### src/rtl/uart_ii_pkg.sv
package uart_ii_pkg;
  localparam int IEN_W   = 4;
  localparam int ID_W    = 8;
  localparam int NUM_EV  = 4;

  localparam int EN_RX   = 0;
  localparam int EN_TX   = 1;
  localparam int EN_LINE = 2;
  localparam int EN_MDM  = 3;

  localparam int EV_LINE = 0;
  localparam int EV_RXD  = 1;
  localparam int EV_TMO  = 2;
  localparam int EV_MDM  = 3;

  typedef enum logic [2:0] {
    ID_MDM  = 3'b000,
    ID_TX   = 3'b001,
    ID_RXD  = 3'b010,
    ID_LINE = 3'b011,
    ID_TMO  = 3'b110
  } iid_e;
endpackage

### src/rtl/uart_ii_evt.sv
module uart_ii_evt (
  input  logic clk,
  input  logic rst_n,
  input  logic set_i,
  input  logic clr_i,
  output logic pend_o
);
  logic pend_d;
  logic pend_q;

  always_comb begin
    pend_d = pend_q;
    if (clr_i) pend_d = 1'b0;
    if (set_i) pend_d = 1'b1;
  end

  always_ff @(posedge clk or negedge rst_n) begin
    if (!rst_n) pend_q <= 1'b0;
    else        pend_q <= pend_d;
  end

  assign pend_o = pend_q;

  AST_EVT_SET: assert property (@(posedge clk) disable iff (!rst_n)
    set_i |=> pend_o);
  AST_EVT_HOLD: assert property (@(posedge clk) disable iff (!rst_n)
    (pend_o && !clr_i) |=> pend_o);
endmodule

### src/rtl/uart_ii_thre.sv
module uart_ii_thre (
  input  logic clk,
  input  logic rst_n,
  input  logic empty_i,
  input  logic en_i,
  input  logic rd_clr_i,
  output logic pend_o
);
  logic empty_q;
  logic en_q;
  logic pend_q;
  logic pend_d;
  logic arm;

  always_comb begin
    arm    = empty_i && (!empty_q || (en_i && !en_q));
    pend_d = pend_q;
    if (rd_clr_i || !empty_i) pend_d = 1'b0;
    if (arm)                  pend_d = 1'b1;
  end

  always_ff @(posedge clk or negedge rst_n) begin
    if (!rst_n) begin
      empty_q <= 1'b0;
      en_q    <= 1'b0;
      pend_q  <= 1'b0;
    end else begin
      empty_q <= empty_i;
      en_q    <= en_i;
      pend_q  <= pend_d;
    end
  end

  assign pend_o = pend_q;

  AST_TX_ARM: assert property (@(posedge clk) disable iff (!rst_n)
    ($rose(empty_i) && $past(rst_n)) |=> pend_o);
  AST_TX_DROP: assert property (@(posedge clk) disable iff (!rst_n)
    !empty_i |=> !pend_o);
  AST_TX_RDCLR: assert property (@(posedge clk) disable iff (!rst_n)
    (rd_clr_i && empty_i && $stable(empty_i) && !$rose(en_i)) |=> !pend_o);
endmodule

### src/rtl/uart_ii_prio.sv
module uart_ii_prio
  import uart_ii_pkg::*;
(
  input  logic [NUM_EV-1:0] ev_pend_i,
  input  logic              tx_pend_i,
  input  logic [IEN_W-1:0]  ien_i,
  input  logic              fifo_on_i,
  output logic [ID_W-1:0]   ident_o
);
  iid_e code;
  logic none;

  always_comb begin
    none = 1'b0;
    code = ID_MDM;
    if (ev_pend_i[EV_LINE] && ien_i[EN_LINE])     code = ID_LINE;
    else if (ev_pend_i[EV_RXD] && ien_i[EN_RX])   code = ID_RXD;
    else if (ev_pend_i[EV_TMO] && ien_i[EN_RX])   code = ID_TMO;
    else if (tx_pend_i && ien_i[EN_TX])           code = ID_TX;
    else if (ev_pend_i[EV_MDM] && ien_i[EN_MDM])  code = ID_MDM;
    else                                          none = 1'b1;
    ident_o      = '0;
    ident_o[0]   = none;
    ident_o[3:1] = none ? 3'b000 : code;
    ident_o[7:6] = {2{fifo_on_i}};
  end
endmodule

### src/rtl/uart_int_ident.sv
module uart_int_ident
  import uart_ii_pkg::*;
(
  input  logic             clk,
  input  logic             rst_n,
  input  logic             ev_line,
  input  logic             ev_rxd,
  input  logic             ev_tmo,
  input  logic             ev_mdm,
  input  logic             tx_empty,
  input  logic [IEN_W-1:0] ien,
  input  logic             fifo_on,
  input  logic             rd_iir,
  input  logic             rd_lsr,
  input  logic             rd_data,
  input  logic             rd_msr,
  output logic [ID_W-1:0]  iir_byte,
  output logic             irq
);
  logic [1:0]        rst_sync;
  logic              srst_n;
  logic [NUM_EV-1:0] ev_set;
  logic [NUM_EV-1:0] ev_clr;
  logic [NUM_EV-1:0] ev_pend;
  logic              tx_pend;
  logic              tx_rd_clr;
  logic [ID_W-1:0]   ident_d;
  logic [ID_W-1:0]   ident_q;
  logic              irq_d;
  logic              irq_q;

  always_ff @(posedge clk or negedge rst_n) begin
    if (!rst_n) rst_sync <= 2'b00;
    else        rst_sync <= {rst_sync[0], 1'b1};
  end
  assign srst_n = rst_sync[1];

  assign ev_set = {ev_mdm, ev_tmo, ev_rxd, ev_line};
  assign ev_clr = {rd_msr, rd_data, rd_data, rd_lsr};

  for (genvar i = 0; i < NUM_EV; i++) begin : g_evt
    uart_ii_evt u_evt (
      .clk    (clk),
      .rst_n  (srst_n),
      .set_i  (ev_set[i]),
      .clr_i  (ev_clr[i]),
      .pend_o (ev_pend[i])
    );
  end

  assign tx_rd_clr = rd_iir && (ident_q[3:0] == {ID_TX, 1'b0});

  uart_ii_thre u_thre (
    .clk      (clk),
    .rst_n    (srst_n),
    .empty_i  (tx_empty),
    .en_i     (ien[EN_TX]),
    .rd_clr_i (tx_rd_clr),
    .pend_o   (tx_pend)
  );

  uart_ii_prio u_prio (
    .ev_pend_i (ev_pend),
    .tx_pend_i (tx_pend),
    .ien_i     (ien),
    .fifo_on_i (fifo_on),
    .ident_o   (ident_d)
  );

  assign irq_d = !ident_d[0];

  always_ff @(posedge clk or negedge srst_n) begin
    if (!srst_n) begin
      ident_q <= 8'h01;
      irq_q   <= 1'b0;
    end else begin
      ident_q <= ident_d;
      irq_q   <= irq_d;
    end
  end

  assign iir_byte = ident_q;
  assign irq      = irq_q;

  AST_HI_ZERO: assert property (@(posedge clk) disable iff (!srst_n)
    iir_byte[5:4] == 2'b00);
  AST_IRQ_INV: assert property (@(posedge clk) disable iff (!srst_n)
    irq == !iir_byte[0]);
  AST_NOEN_IDLE: assert property (@(posedge clk) disable iff (!srst_n)
    (ien == '0) |=> (iir_byte[0] && !irq));
  AST_FIFO_BITS: assert property (@(posedge clk) disable iff (!srst_n)
    fifo_on |=> (iir_byte[7:6] == 2'b11));
  AST_LSR_CLR: assert property (@(posedge clk) disable iff (!srst_n)
    (rd_lsr && !ev_line) |=> !ev_pend[EV_LINE]);
  AST_DATA_CLR: assert property (@(posedge clk) disable iff (!srst_n)
    (rd_data && !ev_rxd && !ev_tmo) |=> !(ev_pend[EV_RXD] || ev_pend[EV_TMO]));
  AST_MSR_CLR: assert property (@(posedge clk) disable iff (!srst_n)
    (rd_msr && !ev_mdm) |=> !ev_pend[EV_MDM]);
endmodule

### config.mk
export PLATFORM = sky130hd
export DESIGN_NAME = uart_int_ident
export DESIGN_NICKNAME = d
export VERILOG_FILES = /design/src/rtl/uart_ii_pkg.sv /design/src/rtl/uart_ii_evt.sv /design/src/rtl/uart_ii_thre.sv /design/src/rtl/uart_ii_prio.sv /design/src/rtl/uart_int_ident.sv
export SDC_FILE = /design/constraint.sdc
export NUM_CORES = 1
export LEC_CHECK = 0
export ABC_AREA = 1
export BUFFER_PORTS_ARGS = -buffer_cell sky130_fd_sc_hd__buf_4
export CORE_MARGIN = 1
export CORE_UTILIZATION = 46
export CTS_BUF_LIST = sky130_fd_sc_hd__clkbuf_4 sky130_fd_sc_hd__clkbuf_8 sky130_fd_sc_hd__clkbuf_16
export CTS_CLUSTER_SIZE = 14
export DETAILED_ROUTE_END_ITERATION = 7
export MAX_ROUTING_LAYER = met4
export PLACE_DENSITY = 0.85
export RECOVER_POWER = 50
export SYNTH_ARGS = -nofsm -noshare
export SYNTH_HDL_FRONTEND = slang
export SYNTH_HIERARCHICAL = 1
export SYNTH_SLANG_ARGS = --single-unit
export TNS_END_PERCENT = 20
### constraint.sdc
create_clock -name clk -period 0.8 [get_ports clk]
set_input_delay 0.12 -clock clk [delete_from_list [all_inputs] [get_ports clk]]
set_output_delay 0.12 -clock clk [all_outputs]
set_load 0.01 [all_outputs]
==> qor.csv, run 1 <==
metric,value,unit
outcome,finished with violations,
violations,negative setup slack,
leakagePower,0.532,nW
slowest_stage,dfstp_2,
die_w,40.7,µm
firstDrtPassIters,2,
cts_made_buffers,3,
vdd.ir_drop.worst,1200,µV
slew_viol_final,0,
worst_skew_pair.late_latency,0.28,ns
worst-path-max-fanout,2,
grt_pass1_vias,480,
r2r-end,u_thre/pend_o,
postSynthAreaPerCell,10.3,µm²
clkPwrFrac,27.0,%
syn2layout_area_growth,43.3,%
h-tree-depth,1,
final-setup-viol-count,11,
grt_pass1_wl,1850,µm
num_antenna_cells,0,
routedWlPerCell,9.92,µm
worst-path-buf-inv,1,
reg2reg_from,iir_byte[2],
path_class,reg -> out,
synthCells,67,
whs,0.0145,ns
netSwitchingFraction,22.5,%
max_cap_violations,0,
period_minus_slack,1.03,ns
path_clk_slew,0.10,ns
path_depth,1,
reg2regPathDepth,8,
fmax,970,MHz
cts_tree,yes,
grt_max_degree,11,
final_hold_viol_count,0,
power.density,1770,mW/mm²
rows,13,
drive_above_1_share,40.4,%
grt_remaining_overflow,0,
core,0.00135,mm²
holdCritPathClass,in -> reg,
final_util,73.0,%
ioPinCount,25,
r2r_setup_slack,-0.18,ns
synth.distinct_cells,11,
fin_ws,-0.230,ns
cts.sinks,18,
ys_ff_latch,18,
synth_area,688,µm²
period_share,129,%
synth_warnings,6,
critPathMaxStageDelay,0.55,ns
cts_root_buffer,clkbuf_4,
dieArea,0.00165,mm²
total_power,1.74,mW
cp_top_family,flip-flops,
post_drt_via_cell_ratio,4.26,
antenna_found_initial,0,
arrival,0.91,ns
placed_area,883,µm²
endpoint_kind,output port,
ys_seq_area_share,65.6,%
skew,0.0106,ns
finalWirelength,1130,µm
grt_usage,18.8,%
ant_nets,0,
die_height,40.7,µm
drt_iter0_markers,5,
nets,116,
place_congestion,0.714,
num_vias,486,
start_kind,register,
dp_slack,-0.162,ns
hold_path_depth,3,
drcViolationCount,0,
hp-start,ev_tmo,
path_cells,buf_6,
cts_setup_buffers,0,
port_buffers,24,
seq_power_share,57.5,%
final_area,986,µm²
num-fill-cells,102,
intPower,1.35,mW
clk_path_buf_depth,2,
rsz0062_at_grt,yes,
start_util,51.0,%
detailed_place_hpwl,854,µm
comb_power_share,15.5,%
p_switching,0.393,mW
whs_endpoint,g_evt[2].u_evt/pend_o,
crit_required,0.68,ns
-- how the worst max path moves through the flow --
| stage | to | slack (ns) | start |
|---|---|---|---|
| 3_5_place_dp | u_thre/pend_o | -0.16 | iir_byte[2] |
| 3_3_place_gp | u_thre/pend_o | -0.12 | iir_byte[0] |
| 2_1_floorplan | u_thre/pend_o | -0.14 | iir_byte[0] |
| 5_1_grt | iir_byte[0] | -0.28 | iir_byte[0] |
| 6_report | iir_byte[0] | -0.23 | iir_byte[0] |
| 4_1_cts | iir_byte[0] | -0.25 | iir_byte[0] |
-- cell usage after synthesis (all sizes together) --
master	count	area, µm²
nor3b	1	12.5
nor2	2	12.5
conb	2	7.51
buf	5	37.5
inv	16	60.1
dfrtp	17	425
nand2	19	76.3
dfstp	1	26.3
nand3	4	30.0
-- routing by layer --
layer / GRT usage (%) / part of all wire [%] / vias up
met5: - / 0 / -
met4: 8.33 / 0 / 0
met3: 7.07 / 7.3 / 0
met2: 34.1 / 56 / 17
met1: 17.3 / 36 / 224
li1: - / - / 245
-- area by class of cell --
type                    count  area [µm²]  area share (%)
repair buffers             32         273            27.7
well taps                  15        18.8            1.90
clock buffers               4        30.0            3.05
multi-input cells          29         153            15.5
inverters                  16        60.1            6.09
flip-flops and latches     18         452            45.8
-- layout by cell type (no fill, tap or decap), drive strengths merged --
master / count
nor2: 2
clkbuf: 7
dfrtp: 17
inv: 16
nand2: 19
dlygate4sd3: 4
buf: 25
conb: 3
nand3: 4
nor3b: 1
dfstp: 1
-- kinds of logic after synthesis --
kind of cell	after synthesis	share of synthesized area, %
buf+inv	21	14.2
flops	18	65.6
simple gates	26	19.1
other cells	2	1.09
-- registers in the layout, indices dropped and copies added, names as in the netlist --
register / flops
iir_byte: 8
u_thre/en_q: 1
g_evt.u_evt/pend_o: 4
irq: 1
u_thre/pend_o: 1
u_thre/empty_q: 1
rst_sync: 2
-- power by group through the flow --
stage	Combinational (mW)	Clock [mW]	Sequential [mW]
6_report	0.271	0.470	1.00
3_5_place_dp	0.238	0	1.01
3_3_place_gp	0.229	0	1.01
4_1_cts	0.271	0.496	1.00
2_1_floorplan	0.0889	0	1.04
5_1_grt	0.304	0.533	1.01
-- stage by stage --
step	std cells	setup TNS, ns
floorplan	68	-0.204
global placement	106	-0.120
detailed placement	106	-0.243
CTS	114	-1.51
global route	114	-2.01
finish	114	-1.38
-- what timing repair did --
item | 4_1_cts | 5_1_grt
setup endpoints to repair | 12 | 14
gates cloned | 0 | 0
hold endpoints to repair | 6 | 0
pin swaps | 3 | 0
gates resized for setup | 9 | 4
hold buffers | 4 | 0
No activity file was read; power rests on OpenSTA's default activity.
==> run 2, diff against run 1 <==
Settings changed: CORE_MARGIN 1 to 1.5, GPL_TIMING_DRIVEN set to 1.
==> run 2 against run 1 <==
Effect of this change: the flow still finishes with violations (negative setup slack); fmax shrank 2.0%; core utilization grew 0.65 points; highest routed layer unchanged; clock-buffer cell count is the same.
==> qor.csv, run 2 (same netlist as run 1, synthesis figures left out) <==
metric,value,unit,change
cts_made_buffers,3,,unchanged
core,0.00135,mm²,unchanged
die_height,41.7,µm,+2.5%
period_share,131,%,+2.6 points
reg2reg_from,iir_byte[0],,
slowest_stage,dfstp_2,,
ant_nets,0,,unchanged
grt_usage,16.5,%,-2.3 points
grt_pass1_wl,2100,µm,+13%
grt_remaining_overflow,0,,unchanged
drcViolationCount,0,,unchanged
placed_area,876,µm²,-0.85%
drive_above_1_share,40.4,%,unchanged
finalWirelength,1150,µm,+1.9%
final_common_cell,dfrtp_1,,
cts_tree,yes,,
num_antenna_cells,0,,unchanged
final_cells,114,,unchanged
cts.sinks,18,,unchanged
final-setup-viol-count,11,,unchanged
path_clk_slew,0.10,ns,about the same
cts_root_buffer,clkbuf_4,,
path_cells,buf_6,,
place_congestion,0.667,,-6.6%
fmax,951,MHz,-2.0%
max_cap_violations,0,,unchanged
power.density,1820,mW/mm²,+3.3%
skew,0.000762,ns,-0.00983 ns
firstDrtPassIters,2,,unchanged
syn2layout_area_growth,44.5,%,
antenna_found_initial,0,,unchanged
num-fill-cells,96,,-5.9%
vdd.ir_drop.worst,1220,µV,+1.9%
clk_path_buf_depth,2,,unchanged
dieArea,0.00174,mm²,+5.0%
post_drt_via_cell_ratio,4.32,,+1.4%
r2r_setup_slack,-0.17,ns,about the same
outcome,finished with violations,,
mostFrequentLayoutCells,"dfrtp_1, inv_1, buf_4",,
period_minus_slack,1.05,ns,+0.0207 ns
start_kind,register,,
hold_path_depth,3,,unchanged
ioPinCount,25,,unchanged
worst-path-buf-inv,1,,unchanged
whs_endpoint,g_evt[0].u_evt/pend_o,,
reg2regPathDepth,8,,unchanged
port_buffers,24,,unchanged
detailed_place_hpwl,840,µm,-1.7%
critPathMaxStageDelay,0.55,ns,about the same
routedWlPerCell,10.1,µm,+1.9%
leakagePower,0.541,nW,+1.8%
worst_skew_pair.late_latency,0.28,ns,about the same
fin_ws,-0.251,ns,-0.0207 ns
rows,13,,unchanged
path_class,reg -> out,,
final_area,995,µm²,+0.89%
slew_viol_final,0,,unchanged
nets,116,,unchanged
grt_max_degree,17,,+6
final_hold_viol_count,0,,unchanged
start_util,51.0,%,unchanged
die_w,41.7,µm,+2.5%
rsz0062_at_grt,yes,,
endpoint_kind,output port,,
h-tree-depth,1,,unchanged
num_vias,493,,+1.4%
worst-path-max-fanout,2,,unchanged
grt_pass1_vias,524,,+9.2%
cts_setup_buffers,0,,unchanged
hp-start,ev_line,,
arrival,0.93,ns,+0.02 ns
drt_iter0_markers,6,,+1
r2r-end,u_thre/pend_o,,
crit_required,0.68,ns,about the same
largest_reg_flops,8,,unchanged
dp_cells,105,,-0.94%
holdCritPathClass,in -> reg,,
cp_top_family,flip-flops,,
violations,negative setup slack,,
## run 2: cell count changes in the layout (fill, tap and decap cells not counted), sizes merged
cell and change:
clkbuf -1, dlygate4sd3 +1
## run 2: repair_timing
item / CTS / global route
endpoints found under the setup margin: 12 / 14
endpoints found under the hold margin: 7 / 0
resized for setup: 9 / 2
pin swaps: 2 / 2
gates cloned: 0 / 0
hold buffers: 5 / 0
## run 2: stage by stage
stage	utilization [%]	hold slack (ns)	total power, mW	setup WS [ns]	TNS (ns)
2_1_floorplan	-	-0.176	1.13	-0.141	-0.204
3_3_place_gp	64.9	-0.0974	1.24	-0.118	-0.118
3_5_place_dp	64.9	-0.0958	1.25	-0.164	-0.189
4_1_cts	73.8	0.000406	1.84	-0.265	-1.57
5_1_grt	73.7	0.0156	1.90	-0.286	-1.94
6_report	73.7	0.0120	1.82	-0.251	-1.41
## run 2: how the worst max path moves through the flow
stage	cells past startpoint	slack [ns]	end	startpoint
3_3_place_gp	8	-0.12	u_thre/pend_o	iir_byte[0]
4_1_cts	1	-0.27	iir_byte[0]	iir_byte[0]
3_5_place_dp	8	-0.16	u_thre/pend_o	iir_byte[2]
2_1_floorplan	8	-0.14	u_thre/pend_o	iir_byte[0]
6_report	1	-0.25	iir_byte[0]	iir_byte[0]
5_1_grt	1	-0.29	iir_byte[0]	iir_byte[0]
## run 2: final cells by class
type                       instances  area, µm²  share of cell area [%]
sequential                        18        452                    45.4
timing repair buffer              32        280                    28.2
inverter                          16       60.1                    6.04
multi-input combinational         29        148                    14.8
clock buffer                       4       36.3                    3.65
tap                               15       18.8                    1.89
## run 2: power breakdown
group | switching (mW) | leakage [nW] | internal [mW] | total [mW]
sequential | 0.0317 | 0.205 | 0.969 | 1.00
clock | 0.271 | 0.0210 | 0.277 | 0.548
combinational | 0.112 | 0.315 | 0.155 | 0.267
total | 0.414 | 0.541 | 1.40 | 1.82
## run 2: routing by layer
metal	global-route usage [%]	wire [µm]
met5	-	0
met4	5.81	0
met2	30.9	631
met3	3.91	71
met1	16.3	449
## run 2: worst register-to-register path: stages (launching register included)
cell and delay [ns]:
dfstp_2 0.55, inv_1 0.05, nand2_2 0.05, nor2_2 0.04, inv_1 0.04, nand2_1 0.04, nand3_1 0.06, nand2_1 0.05
inv_1 0.04
==> run 3, diff against run 2 <==
Settings changed: CELL_PAD_IN_SITES_DETAIL_PLACEMENT set to 1, CELL_PAD_IN_SITES_GLOBAL_PLACEMENT set to 2, CORE_ASPECT_RATIO set to 1.75, CORE_UTILIZATION 46 to 27, PLACE_DENSITY 0.85 to 0.84.
==> run 3 against run 2 <==
Effect of this change: the run still ends with negative setup slack left; cell area grew 2.9%; worst setup slack gained 0.039 ns; core utilization shrank 32 points; combinational power grew 3%; routed wire length grew 20%; fmax grew 3.9%; global-route usage shrank 4.3 points; sequential power is essentially flat; final cell count grew 9.6%; non-clock buffer count is the same.
==> qor.csv, run 3 (same netlist as run 1, synthesis figures left out) <==
metric,value,unit,change
dp_slack,-0.167,ns,-0.00349 ns
worst-path-buf-inv,1,,unchanged
comb_power_share,14.2,%,-0.5 points
grt_remaining_overflow,0,,unchanged
fmax,988,MHz,+3.9%
antenna_found_initial,0,,unchanged
die_height,69.8,µm,+67%
post_drt_via_cell_ratio,4.10,,-5.3%
reg2regPathDepth,8,,unchanged
power.density,1900,mW/mm²,+4.1%
r2r_setup_slack,-0.16,ns,about the same
drcViolationCount,0,,unchanged
reg2reg_from,iir_byte[0],,
hold_path_depth,3,,unchanged
drt_iter0_markers,1,,-5
finalWirelength,1380,µm,+20%
start_util,27.9,%,-23 points
place_congestion,0.642,,-3.7%
largest_reg_flops,8,,unchanged
leakagePower,0.549,nW,+1.5%
endpoint_kind,output port,,
worst_skew_pair.late_latency,0.25,ns,-0.03 ns
rows,24,,+11
firstDrtPassIters,2,,unchanged
violations,negative setup slack,,
slew_viol_final,0,,unchanged
ant_nets,0,,unchanged
period_share,126,%,-4.9 points
grt_pass1_vias,571,,+9.0%
fin_ws,-0.212,ns,+0.0393 ns
num_vias,512,,+3.9%
clkPwrFrac,34.0,%,+3.8 points
h-tree-depth,1,,unchanged
cts.sinks,18,,unchanged
worst-path-max-fanout,2,,unchanged
drive_above_1_share,41.4,%,+1.0 points
r2r-end,u_thre/pend_o,,
whs_endpoint,g_evt[0].u_evt/pend_o,,
dieArea,0.00287,mm²,+65%
final_common_cell,dfrtp_1,,
vdd.ir_drop.worst,1100,µV,-9.7%
hp-start,ev_line,,
final-setup-viol-count,12,,+1
tns,-1.08,ns,+0.331 ns
die_w,41.2,µm,-1.2%
netSwitchingFraction,21.9,%,-0.95 points
nets,116,,unchanged
cts_made_buffers,3,,unchanged
grt_pass1_wl,2300,µm,+9.5%
cts_tree,yes,,
port_buffers,24,,unchanged
ioPinCount,25,,unchanged
final_hold_viol_count,0,,unchanged
holdCritPathClass,in -> reg,,
seq_power_share,51.8,%,-3.3 points
p_switching,0.425,mW,+2.6%
detailed_place_hpwl,1130,µm,+34%
skew,0.00463,ns,+0.00387 ns
syn2layout_area_growth,48.7,%,
cp_top_family,flip-flops,,
num_antenna_cells,0,,unchanged
clk_path_buf_depth,2,,unchanged
outcome,finished with violations,,
path_cells,buf_6,,
rsz0062_at_grt,yes,,
path_class,reg -> out,,
critPathMaxStageDelay,0.55,ns,about the same
crit_required,0.68,ns,about the same
core,0.00246,mm²,+82%
mostFrequentLayoutCells,"dfrtp_1, nand2_1, inv_1, buf_4, buf_6",,
path_clk_slew,0.07,ns,-0.03 ns
intPower,1.52,mW,+8.4%
max_cap_violations,0,,unchanged
cts_root_buffer,clkbuf_8,,
grt_max_degree,13,,-4
grt_usage,12.2,%,-4.3 points
period_minus_slack,1.01,ns,-0.0393 ns
arrival,0.89,ns,-0.04 ns
routedWlPerCell,11.0,µm,+9.3%
slowest_stage,dfstp_2,,
start_kind,register,,
[run 3: cell types whose count changed in the layout (fill, tap and decap cells not counted), sizes merged]
cell / delta
buf: +1
dlygate4sd3: -1
[run 3: what timing repair did]
item | 4_1_cts | 5_1_grt
pin swaps | 1 | 2
setup buffers | 0 | 1
hold endpoints to repair | 6 | 0
hold buffers | 4 | 0
setup endpoints to repair | 13 | 13
resized for setup | 10 | 3
[run 3: worst register-to-register path: stages (launching register included)]
cell and delay (ns):
dfstp_2 0.55, inv_2 0.04, nand2_2 0.06, nor2_2 0.04, inv_1 0.04, nand2_1 0.04, nand3_1 0.06, nand2_1 0.05
inv_1 0.04
[run 3: power groups by stage]
stage | clock network (mW) | registers, mW | logic, mW
CTS | 0.689 | 1.01 | 0.280
global route | 0.720 | 1.01 | 0.309
floorplan | 0 | 1.04 | 0.0889
detailed placement | 0 | 1.02 | 0.243
finish | 0.661 | 1.01 | 0.275
global placement | 0 | 1.01 | 0.233
[run 3: layout make-up]
type                       count  area [µm²]
clock buffer                   4        48.8
fill                         278        1440
inverter                      16        60.1
multi-input combinational     29         145
sequential                    18         452
tap                           26        32.5
timing repair buffer          32         285
[run 3: through the flow]
step	hold slack [ns]	total power, mW	area (µm²)	cells	util [%]
after floorplan	-0.176	1.13	692	68	-
after global placement	-0.0967	1.25	902	116	36.6
after detailed placement	-0.0927	1.26	902	116	36.6
after CTS	0.0544	1.98	1030	124	41.8
after global routing	0.0641	2.04	1020	125	41.6
final	0.0551	1.94	1020	125	41.6
[run 3: worst max-delay path by stage]
stage / start / end / cells after the start
2_1_floorplan: iir_byte[0] / u_thre/pend_o / 8
3_3_place_gp: iir_byte[0] / u_thre/pend_o / 8
3_5_place_dp: iir_byte[0] / u_thre/pend_o / 8
4_1_cts: iir_byte[0] / iir_byte[0] / 1
5_1_grt: iir_byte[0] / iir_byte[0] / 1
6_report: iir_byte[0] / iir_byte[0] / 1
[run 3: metal layers]
metal	part of all wire [%]	GRT usage [%]	up-vias	wire (µm)
met5	0	-	-	0
met1	32	11.6	250	442
met3	3.9	1.92	2	54
li1	-	-	244	-
met2	62	21.2	16	856
met4	2.0	6.45	0	27
